===== src/rtl/dpa_pkg.sv =====
package dpa_pkg;
  typedef enum logic [1:0] {
    OWN_NONE  = 2'd0,
    OWN_LEFT  = 2'd1,
    OWN_RIGHT = 2'd2
  } owner_e;

  localparam int unsigned SIDES = 2;
  localparam int unsigned SIDE_L = 0;
  localparam int unsigned SIDE_R = 1;
endpackage


===== src/rtl/dpa_port_track.sv =====
// Remembers one port's select and address from the previous cycle and
// reports whether the port has been sitting on its current location.
module dpa_port_track #(
  parameter int unsigned ADDR_W = 12
) (
  input  logic              clk,
  input  logic              rst_n,
  input  logic              sel,
  input  logic [ADDR_W-1:0] addr,
  output logic              settled
);
  logic              sel_q;
  logic [ADDR_W-1:0] addr_q;

  always_ff @(posedge clk) begin
    if (!rst_n) begin
      sel_q  <= 1'b0;
      addr_q <= '0;
    end else begin
      sel_q  <= sel;
      addr_q <= addr;
    end
  end

  assign settled = sel && sel_q && (addr_q == addr);
endmodule


===== src/rtl/dpa_judge.sv =====
// Decides which port owns a contested location and keeps that owner
// until the collision ends.
module dpa_judge
  import dpa_pkg::*;
#(
  parameter int unsigned ADDR_W = 12
) (
  input  logic              clk,
  input  logic              rst_n,
  input  logic              l_sel,
  input  logic [ADDR_W-1:0] l_addr,
  input  logic              r_sel,
  input  logic [ADDR_W-1:0] r_addr,
  input  logic              l_settled,
  input  logic              r_settled,
  output owner_e            grant
);
  owner_e owner_q;
  logic   collide;

  assign collide = l_sel && r_sel && (l_addr == r_addr);

  always_comb begin
    if (!collide || !rst_n) begin
      grant = OWN_NONE;
    end else if (owner_q != OWN_NONE) begin
      grant = owner_q;                // held grant: late arrivals cannot steal
    end else if (r_settled && !l_settled) begin
      grant = OWN_RIGHT;              // right was there first
    end else begin
      grant = OWN_LEFT;               // left first, or a tie
    end
  end

  always_ff @(posedge clk) begin
    if (!rst_n) owner_q <= OWN_NONE;
    else        owner_q <= grant;
  end
endmodule


===== src/rtl/dpa_busy_io.sv =====
// Turns the grant into busy pins and qualifies reads and writes per side,
// according to the master/slave strap.
module dpa_busy_io
  import dpa_pkg::*;
(
  input  logic             master_mode,
  input  owner_e           grant,
  input  logic [SIDES-1:0] sel,
  input  logic [SIDES-1:0] wr,
  input  logic [SIDES-1:0] busy_in_n,
  output logic [SIDES-1:0] busy_out_n,
  output logic [SIDES-1:0] wr_ok,
  output logic [SIDES-1:0] rd_ok
);
  logic [SIDES-1:0] lost;

  assign lost[SIDE_L] = (grant == OWN_RIGHT);
  assign lost[SIDE_R] = (grant == OWN_LEFT);

  for (genvar s = 0; s < SIDES; s++) begin : g_side
    logic blocked;
    assign blocked       = master_mode ? lost[s] : !busy_in_n[s];
    assign busy_out_n[s] = !(master_mode && lost[s]);
    assign wr_ok[s]      = sel[s] && wr[s] && !blocked;
    assign rd_ok[s]      = sel[s] && !wr[s];
  end
endmodule


===== src/rtl/dual_port_arbiter.sv =====
module dual_port_arbiter
  import dpa_pkg::*;
#(
  parameter int unsigned ADDR_W = 12
) (
  input  logic              clk,
  input  logic              rst_n,
  input  logic              master_mode,
  input  logic              l_sel,
  input  logic              l_wr,
  input  logic [ADDR_W-1:0] l_addr,
  input  logic              r_sel,
  input  logic              r_wr,
  input  logic [ADDR_W-1:0] r_addr,
  input  logic              l_busy_in_n,
  input  logic              r_busy_in_n,
  output logic              l_busy_out_n,
  output logic              r_busy_out_n,
  output logic              l_wr_ok,
  output logic              r_wr_ok,
  output logic              l_rd_ok,
  output logic              r_rd_ok
);
  logic [SIDES-1:0]  sel_v;
  logic [ADDR_W-1:0] addr_v [SIDES];
  logic [SIDES-1:0]  settled;
  logic [SIDES-1:0]  busy_o;
  logic [SIDES-1:0]  wr_o;
  logic [SIDES-1:0]  rd_o;
  owner_e            grant;

  assign sel_v          = {r_sel, l_sel};
  assign addr_v[SIDE_L] = l_addr;
  assign addr_v[SIDE_R] = r_addr;

  for (genvar s = 0; s < SIDES; s++) begin : g_track
    dpa_port_track #(.ADDR_W(ADDR_W)) u_track (
      .clk     (clk),
      .rst_n   (rst_n),
      .sel     (sel_v[s]),
      .addr    (addr_v[s]),
      .settled (settled[s])
    );
  end

  dpa_judge #(.ADDR_W(ADDR_W)) u_judge (
    .clk       (clk),
    .rst_n     (rst_n),
    .l_sel     (l_sel),
    .l_addr    (l_addr),
    .r_sel     (r_sel),
    .r_addr    (r_addr),
    .l_settled (settled[SIDE_L]),
    .r_settled (settled[SIDE_R]),
    .grant     (grant)
  );

  dpa_busy_io u_io (
    .master_mode (master_mode),
    .grant       (grant),
    .sel         (sel_v),
    .wr          ({r_wr, l_wr}),
    .busy_in_n   ({r_busy_in_n, l_busy_in_n}),
    .busy_out_n  (busy_o),
    .wr_ok       (wr_o),
    .rd_ok       (rd_o)
  );

  assign l_busy_out_n = busy_o[SIDE_L];
  assign r_busy_out_n = busy_o[SIDE_R];
  assign l_wr_ok      = wr_o[SIDE_L];
  assign r_wr_ok      = wr_o[SIDE_R];
  assign l_rd_ok      = rd_o[SIDE_L];
  assign r_rd_ok      = rd_o[SIDE_R];
endmodule


===== config.mk =====
export PLATFORM = sky130hd
export DESIGN_NAME = dual_port_arbiter
export DESIGN_NICKNAME = d
export VERILOG_FILES = /design/src/rtl/dpa_pkg.sv /design/src/rtl/dpa_port_track.sv /design/src/rtl/dpa_judge.sv /design/src/rtl/dpa_busy_io.sv /design/src/rtl/dual_port_arbiter.sv
export SDC_FILE = /design/constraint.sdc
export NUM_CORES = 1
export LEC_CHECK = 0
export BUFFER_PORTS_ARGS = -buffer_cell sky130_fd_sc_hd__buf_2
export CORE_MARGIN = 4
export CORE_UTILIZATION = 45
export CTS_BUF_LIST = sky130_fd_sc_hd__clkbuf_4 sky130_fd_sc_hd__clkbuf_8
export DETAILED_ROUTE_END_ITERATION = 10
export GPL_TIMING_DRIVEN = 0
export PLACE_DENSITY = 0.78
export SLEW_MARGIN = 20
export SYNTH_ARGS = -nofsm -noshare
export SYNTH_HDL_FRONTEND = slang
export SYNTH_SLANG_ARGS = --single-unit

===== constraint.sdc =====
create_clock -name clk -period 4.5 [get_ports clk]
set_clock_uncertainty 0.1 [all_clocks]
set_input_delay 0.9 -clock clk [delete_from_list [all_inputs] [get_ports clk]]
set_output_delay 0.9 -clock clk [all_outputs]
set_load 0.01 [all_outputs]

# Word level (Yosys, flattened, before mapping)
# Index checks and enable logic that the tools add are counted.
[op_classes]
eq_ne = 5
muxes = 5
n_reduce_logical = 28
[ops]
columns = ["cell", "n"]
rows = [
  ["$eq 12x12->1", 3],
  ["$logic_and 1x1->1", 15],
  ["$logic_not 1->1", 11],
  ["$mux 2", 3],
  ["$eq 2x1->1 const B", 1],
  ["$eq 2x2->1 const B", 1],
  ["$mux 1", 2],
  ["$reduce_bool 2->1", 1],
  ["$logic_or 1x1->1", 1],
]
[word_totals]
ff_bits = 28
input_bits = 33
out_inout_bits = 6
wordCells = 43

# Longest topological paths before layout
# Gate-level depths: netlist of the first run.
[depth]
ltp_word = 11
ltp_mapped = 5
ltp_nobuf = 5

# By module
# From an unflattened synthesis of the first run, not the netlist that was laid out.
[hier_totals]
hier_cells = 120
hier_area_um2 = 1251.2
[modules_own_cells]
columns = ["module", "n_inst", "cells_each", "area_per_inst_um2", "seq_area_each_um2"]
rows = [
  ["dpa_port_track", 2, 44, 486.7, 260.2],
  ["dpa_judge", 1, 26, 227.7, 40.0],
  ["dpa_busy_io", 1, 6, 50.0, 0.0],
]

# Least setup slack after synthesis of the first run
# Ideal clock, no wire load.
[synth_path]
path_type = "in2out"
startpoint = "input r_addr[7]"
endpoint = "output r_busy_out_n"
t_arrival_ns = 2.002
required_ns = 3.500
setup_slack_ns = 1.498
stages = 5
path_buffers = 0
cell_sequence = "xnor2_1 -> nand4_1 -> nor4_4 -> nand2_2 -> or3_1"
[synth_between]
elab_chain_cells = 9
word_cells_on_any_way = 13
cone_classes = "3 x eq/ne; 3 x mux; 7 x reduce/logical"
[synth_lines]
columns = ["item", "line", "source"]
rows = [
  ["start: declaration", "dual_port_arbiter.sv:14", "input logic [ADDR_W-1:0] r_addr,"],
  ["$eq 12x12->1", "dpa_port_track.sv:25", "assign settled = sel && sel_q && (addr_q == addr);"],
  ["$logic_and 1x1->1", "dpa_port_track.sv:25", ""],
  ["$logic_and 1x1->1", "dpa_judge.sv:28", "end else if (r_settled && !l_settled) begin"],
  ["$mux 2", "dpa_judge.sv:28", ""],
  ["$mux 2", "dpa_judge.sv:26", "end else if (owner_q != OWN_NONE) begin"],
  ["$mux 2 *", "dpa_judge.sv:24", "if (!collide || !rst_n) begin"],
  ["$eq 2x1->1 *", "dpa_busy_io.sv:18", "assign lost[SIDE_R] = (grant == OWN_LEFT);"],
  ["$logic_and 1x1->1 *", "dpa_busy_io.sv:23", "assign busy_out_n[s] = !(master_mode && lost[s]);"],
  ["$logic_not 1->1 *", "dpa_busy_io.sv:23", ""],
  ["end: declaration", "dual_port_arbiter.sv:18", "output logic r_busy_out_n,"],
]
# Every way passes the cells marked *; elsewhere a longest branch is shown, timed or not.

# Final worst setup path of the first run
# Same ends and word-level chain as after synthesis.

==> summary.txt, run 1 <==
Yosys
  – Post-synth cell types: 23
  – Area contributors post-synth: dfxtp_1, xnor2_1, and2_1
  – Synth Instances: 123
  – Sequential area share after synthesis: 44.7%
  – Synthesized cell area: between 1000 and 1500 µm²
  – EDFF count, synth: 0
  – Cell taking the most area after synthesis: dfxtp_1
  – Main synth FF type: dfxtp_1
  – YS warnings: 0
  – Syn_nets: 156
  – Top post-synthesis cells by count: dfxtp_1, xnor2_1, and2_1
  – Synth top area share: 44.7%
  – Ys async rst share: 0%
  – Syn_area_per_cell: approximately 10 µm²
  – #FFs+latches synth: 28

Timing
  – Post-route setup slack: 1.15 ns
  – Final period utilization: approximately three quarters
  – Fin. max-slew vios: 0
  – Final Hold Vio Count: 0
  – Achievable Freq: approximately 300 MHz
  – Count of final setup violators: 0
  – TNS Setup: 0 ns
  – Min Hold Slack: 0.459 ns
  – Worst slew pin tran: approximately 0.39 ns
  – Fin crit period: 3.35 ns
  – Relative slew slack: 73.5%
  – RSZ-0062 raised after global routing: no

Cells and area
  – Share of cells above drive strength 1: a little over a quarter
  – Diode count: 0
  – Layout area overhead: 20.0%
  – Final instance area: 1500 µm²
  – # nets final: about 200
  – Fillcell total: 258

Route
  – Vias: 951
  – Via-per-instance ratio: 4.90
  – DRC viols: 0
  – Drt wl/cell: 12.4 µm
  – Post-route ant nets: 0
  – Detailed Routing Iterations Pass 1: 4
  – Drt total wl: 2400 µm
  – DRT iter0 DRCs: 7

Placed design
  – I/O Buffers: 38
  – Placed cell areas: 1480 µm²
  – Pre-CTS setup slack: 1.13 ns
  – Routability cong.: 0.727

Critical path
  – CP Capture Type: output pin
  – Cells on worst reg2reg path: 5
  – R2R Path Start: g_track[1].u_track.addr_q[8]
  – Crit path from: r_addr[7]
  – Worst-path fanout max: 5
  – Reg-to-reg setup timing slack: 2.88 ns
  – Crit Path Category: in2out
  – Worst EP arrival: 2.35 ns
  – Crit Reg-Reg Endpoint: u_judge.owner_q[0]
  – Worst Setup Start Kind: primary input
  – CP endpoint: r_busy_out_n
  – CP Data Required Time: 3.50 ns

GRT
  – Largest net degree at the start of global routing: 15
  – Number of global-route vias before repair: 930
  – Total track usage: between 10 and 15%
  – GRT overflow: 0
  – First-pass GRT wire length: 3870 µm
  – Initial antenna violation count: 0

Min path
  – Hold WC Path Type: reg2reg
  – Worst hold start: u_judge.owner_q[1]

Clock network
  – CTS tree: yes
  – Hold-fix buffers, CTS: 0
  – H-Tree Depth: 1
  – Clk slew on worst S/H paths: 0.14 ns
  – CTS resizes: 0
  – TritonCTS buffer count: 3
  – # Post-CTS Setup Buffers: 0
  – # clock sinks: 28
  – Clk buf depth: 2
  – Clock root cell: clkbuf_4
  – Latest clock arrival within the worst-skew pair: 0.32 ns

Floorplan
  – Row count: 18
  – Io pins: 39
  – Initial Util: 48.8%
  – Core ar.: 2570 µm²
  – Die Y: 60.8 µm
  – Die width: 60.8 µm
  – Die area: between 3000 and 4000 µm²

Power and ir drop
  – LEAKAGE: 0.618 nW
  – Total Power: 0.000439 W
  – IR drop worst, VDD: approximately 0.23 mV
  – PwrDens: around 290 nW/µm²

Status
  – Status: finished, final reports clean

Flow run
  – Max-Cap Viols: 0
==> sequential cells by signal, indices dropped and copies added (netlist names) <==
signal                  count
g_track.u_track.sel_q       2
g_track.u_track.addr_q     24
u_judge.owner_q             2
==> per-stage QoR <==
step	util, %	std cells
after global placement	57.7	191
after floorplan	-	123
after global routing	58.6	194
after detailed placement	57.7	191
after CTS	58.6	194
final	58.6	194
==> per-layer routing <==
layer | part of all wire, % | vias to the layer above | wire length (µm) | global-route usage, %
li1 | - | 491 | - | -
met1 | 45 | 429 | 1070 | 16.8
met2 | 47 | 29 | 1130 | 25.2
met3 | 7.5 | 2 | 179 | 2.34
met4 | 1.0 | 0 | 25 | 4.33
met5 | 0 | - | 0 | 0
==> critical path, stage by stage <==
cell     delay [ns]
buf_2          0.12
xnor2_1        0.18
nand4_1        0.17
nor4_4         0.41
nand2_2        0.09
or3_1          0.34
buf_2          0.14
==> cells by family (layout without fill, tap and decap cells) <==
| kind of cell | Yosys count | in the layout | synth area share, % |
|---|---|---|---|
| AOI/OAI and AO/OA | 6 | 6 | 3.89 |
| DFF | 28 | 28 | 44.7 |
| xor gates and xnor gates | 36 | 36 | 25.2 |
| and+or+nand+nor | 50 | 50 | 25.4 |
| buffers and inverters | 3 | 44 | 0.898 |
==> worst min path at each step <==
stage | to | slack (ns) | cells after the start
2_1_floorplan | u_judge.owner_q[1] | 0.39 | 1
3_3_place_gp | u_judge.owner_q[1] | 0.41 | 1
3_5_place_dp | u_judge.owner_q[1] | 0.43 | 1
4_1_cts | u_judge.owner_q[1] | 0.46 | 1
5_1_grt | u_judge.owner_q[1] | 0.49 | 1
6_report | u_judge.owner_q[1] | 0.46 | 1
==> report_power, final <==
group / switching, W / total [W] / internal, W / leakage (nW)
logic: 0.0000345 / 0.0000747 / 0.0000401 / 0.371
registers: 0.00000492 / 0.000265 / 0.000260 / 0.233
clock network: 0.0000673 / 0.0000987 / 0.0000314 / 0.0138
total: 0.000107 / 0.000439 / 0.000332 / 0.618
==> cell type report <==
class,count,area (µm²),area share (%)
Multi-Input combinational cell,92,682,45.3
Sequential cell,28,561,37.3
Inverter,1,3.75,0.250
Clock buffer,3,22.5,1.50
Tap cell,30,37.5,2.50
Buffer,2,7.51,0.499
Timing Repair Buffer,38,190,12.6
==> cells in the final DEF, fill, tap and decap left out, drive strengths merged <==
cell,count
nor2b,3
nor4,4
o211a,1
and2,26
or3,1
o31ai,1
o31a,1
dfxtp,28
clkbuf,5
nor3,2
nor3b,1
o211ai,1
nand3,6
xor2,8
xnor2,28
a31oi,1
nand2,2
o21a,1
buf,38
inv,1
nand4,5
Note: power is estimated with default switching activity, not from simulation.
==> run 2: changes to the inputs <==
--- a/config.mk
+++ b/config.mk
@@ -5,13 +5,14 @@
 export SDC_FILE = /design/constraint.sdc
 export NUM_CORES = 1
 export LEC_CHECK = 0
+export ABC_AREA = 1
 export BUFFER_PORTS_ARGS = -buffer_cell sky130_fd_sc_hd__buf_2
 export CORE_MARGIN = 4
 export CORE_UTILIZATION = 45
 export CTS_BUF_LIST = sky130_fd_sc_hd__clkbuf_4 sky130_fd_sc_hd__clkbuf_8
 export DETAILED_ROUTE_END_ITERATION = 10
 export GPL_TIMING_DRIVEN = 0
-export PLACE_DENSITY = 0.78
+export PLACE_DENSITY = 0.75
 export SLEW_MARGIN = 20
 export SYNTH_ARGS = -nofsm -noshare
 export SYNTH_HDL_FRONTEND = slang
==> constraint.sdc (replaced) <==
create_clock -name clk -period 3.2 [get_ports clk]
set_clock_uncertainty 0.1 [all_clocks]
set_input_delay 0.64 -clock clk [delete_from_list [all_inputs] [get_ports clk]]
set_output_delay 0.64 -clock clk [all_outputs]
set_load 0.01 [all_outputs]
==> run 2 against run 1 <==
  * Total power up 52%
  * Final cell count up 85%
  * Clock-buffer cell count increased by 1
  * Worst setup slack got worse by 0.52 ns
  * Combinational power increased by 61%
  * Utilization is 3.8 points lower
  * Critical path depth increased by 8
  * Non-clock buffer count is the same
  * Sequential power is 41% higher
  * Die area is 20% higher
==> summary.txt, run 2 <==
Cells and area
  – Sequential cell area: 561 µm²
  – Fin cells: 358
  – Diode count: 0
  – # nets final: 346
  – Fillcell total: 362
  – Largest reg by FF count: g_track.u_track.addr_q
  – Final instance area: 1830 µm²
  – Multi-input gate area: 708 µm²
  – Most common cell after layout, fill and taps aside: nand2_1
  – Layout area overhead: 18.0%
  – Largest register FFs: 24
  – Commonest cells after routing, fill and taps aside: nand2_1, inv_1, buf_2
  – Share of cells above drive strength 1: 17.0%
  – Biggest regs: g_track.u_track.addr_q (24), g_track.u_track.sel_q (2), u_judge.owner_q (2)

Yosys
  – Cell taking the most area after synthesis: dfxtp_1
  – Ys async rst share: 0%
  – EDFF count, synth: 0
  – Syn_area_per_cell: 5.72 µm²
  – Syn_nets: 304
  – Top post-synthesis cells by count: nand2_1, inv_1, dfxtp_1
  – Sequential area share after synthesis: 36.2%
  – Synth Instances: 271
  – Synth top area share: 36.2%
  – #FFs+latches synth: 28
  – Main synth FF type: dfxtp_1
  – Most frequent cell after synthesis: nand2_1
  – Post-synth cell types: 16
  – YS warnings: 0
  – Area contributors post-synth: dfxtp_1, nand2_1, inv_1
  – Synthesized cell area: 1550 µm²

Flow run
  – Max-Cap Viols: 0

GRT
  – Largest net degree at the start of global routing: 16
  – First-pass GRT wire length: approximately 5200 µm
  – GRT overflow: 0
  – Total track usage: 15.2%
  – Initial antenna violation count: 0
  – Number of global-route vias before repair: 1,286

Status
  – Status: finished, final reports clean

Floorplan
  – Row count: 21
  – Initial Util: 46.5%
  – Die width: 66.7 µm
  – Die area: 4450 µm²
  – Io pins: 39
  – Core ar.: about 3300 µm²
  – Die Y: 66.7 µm

Route
  – Vias: 1,485
  – Post-route ant nets: 0
  – Detailed Routing Iterations Pass 1: 4
  – DRC viols: 0
  – Drt total wl: 3200 µm
  – Drt wl/cell: 8.94 µm
  – DRT iter0 DRCs: 52
  – Via-per-instance ratio: 4.15

Clock network
  – Hold-fix buffers, CTS: 0
  – Clk buf depth: 2
  – TritonCTS buffer count: 3
  – CTS tree: yes
  – H-Tree Depth: 1
  – Clock root cell: clkbuf_4
  – # clock sinks: 28
  – Latest clock arrival within the worst-skew pair: 0.33 ns
  – # Post-CTS Setup Buffers: 0
  – Clk slew on worst S/H paths: 0.15 ns
  – CTS resizes: 0

Placed design
  – Pre-CTS setup slack: 0.602 ns
  – Routability cong.: 0.852
  – # placed instances: 354
  – I/O Buffers: 37
  – Placed cell areas: 1790 µm²
  – Detailed Place HPWL: 2640 µm

Power and ir drop
  – PwrDens: 364 nW/µm²
  – LEAKAGE: 1.20 nW
  – IR drop worst, VDD: 0.282 mV

Critical path
  – Worst-path fanout max: 4
  – Crit Path Category: in2out
  – CP Data Required Time: 2.46 ns
  – Worst Setup Start Kind: primary input
  – CP Capture Type: output pin
  – Worst EP arrival: ~1.8 ns

Timing
  – Final Hold Vio Count: 0
  – Fin. max-slew vios: 0
  – TNS Setup: 0 ns
  – Final period utilization: between 80% and 90%
  – Fin crit period: 2.57 ns
  – Relative slew slack: 62.4%
  – Achievable Freq: 390 MHz
  – Count of final setup violators: 0
  – RSZ-0062 raised after global routing: no
  – Post-route setup slack: about 0.63 ns
  – Worst slew pin tran: 0.565 ns

Min path
  – Hold WC Path Type: in2reg
[run 2: cell count changes in the layout (fill, tap and decap cells not counted), sizes merged, moves of 5 or more]
cell   previous run  this run
xor2              8         1
xnor2            28         4
and2             26         0
inv               1        71
nand2             2       117
nand4             5         0
o21ai             0         6
nor2              0        30
[run 2: cells by family after synthesis]
kind of cell           count (synthesis)  share of synthesized area, %
flip-flops                            28                          36.2
buffers and inverters                 74                          18.2
AND/OR/NAND/NOR                      154                          39.3
XOR/XNOR                               5                          2.82
AO/OA/AOI/OAI                         10                          3.55
[run 2: per-layer routing]
metal	GRT usage [%]	routed length [µm]
met2	25.9	1480
met1	20.0	1520
met3	1.69	188
met5	0	0
met4	4.82	14
[run 2: final timing paths]
check | end | cells past startpoint | slack (ns) | startpoint
max | l_busy_out_n | 15 | 0.63 | r_addr[9]
max reg2reg | u_judge.owner_q[1] | 11 | 1.86 | g_track[0].u_track.addr_q[9]
min | g_track[1].u_track.addr_q[7] | 3 | 0.40 | r_addr[7]
min reg2reg | u_judge.owner_q[1] | 4 | 0.52 | u_judge.owner_q[1]
[run 2: final cells by class]
class | count | area share (%)
Buffer | 3 | 0.821
Clock buffer | 4 | 1.98
Inverter | 71 | 14.6
Multi-Input combinational cell | 169 | 38.7
Sequential cell | 28 | 30.6
Tap cell | 46 | 3.15
Timing Repair Buffer | 37 | 10.1
[run 2: where the power goes]
| group | switching [W] | leakage (nW) | internal (W) |
|---|---|---|---|
| combinational | 0.0000702 | 0.949 | 0.0000498 |
| clock | 0.000103 | 0.0210 | 0.0000696 |
| sequential | 0.00000745 | 0.233 | 0.000366 |
| total | 0.000181 | 1.20 | 0.000486 |
[run 2: stage by stage]
| step | hold slack (ns) | total power [W] | util (%) |
|---|---|---|---|
| after floorplan | 0.437 | 0.000453 | - |
| after global placement | 0.468 | 0.000499 | 53.7 |
| after detailed placement | 0.485 | 0.000502 | 53.7 |
| after CTS | 0.392 | 0.000674 | 54.8 |
| after global routing | 0.411 | 0.000703 | 54.8 |
| final | 0.404 | 0.000667 | 54.8 |
[run 2: critical path, stage by stage]
cell and delay (ns):
buf_2 0.10, inv_1 0.05, nand2_1 0.08, nand2_1 0.06
inv_1 0.04, nand2_1 0.04, nor2_1 0.11, nand2_1 0.06
nor2_1 0.08, nand2_1 0.08, nand2_1 0.08, nand2_2 0.08
nor2_2 0.14, inv_1 0.04, buf_2 0.13
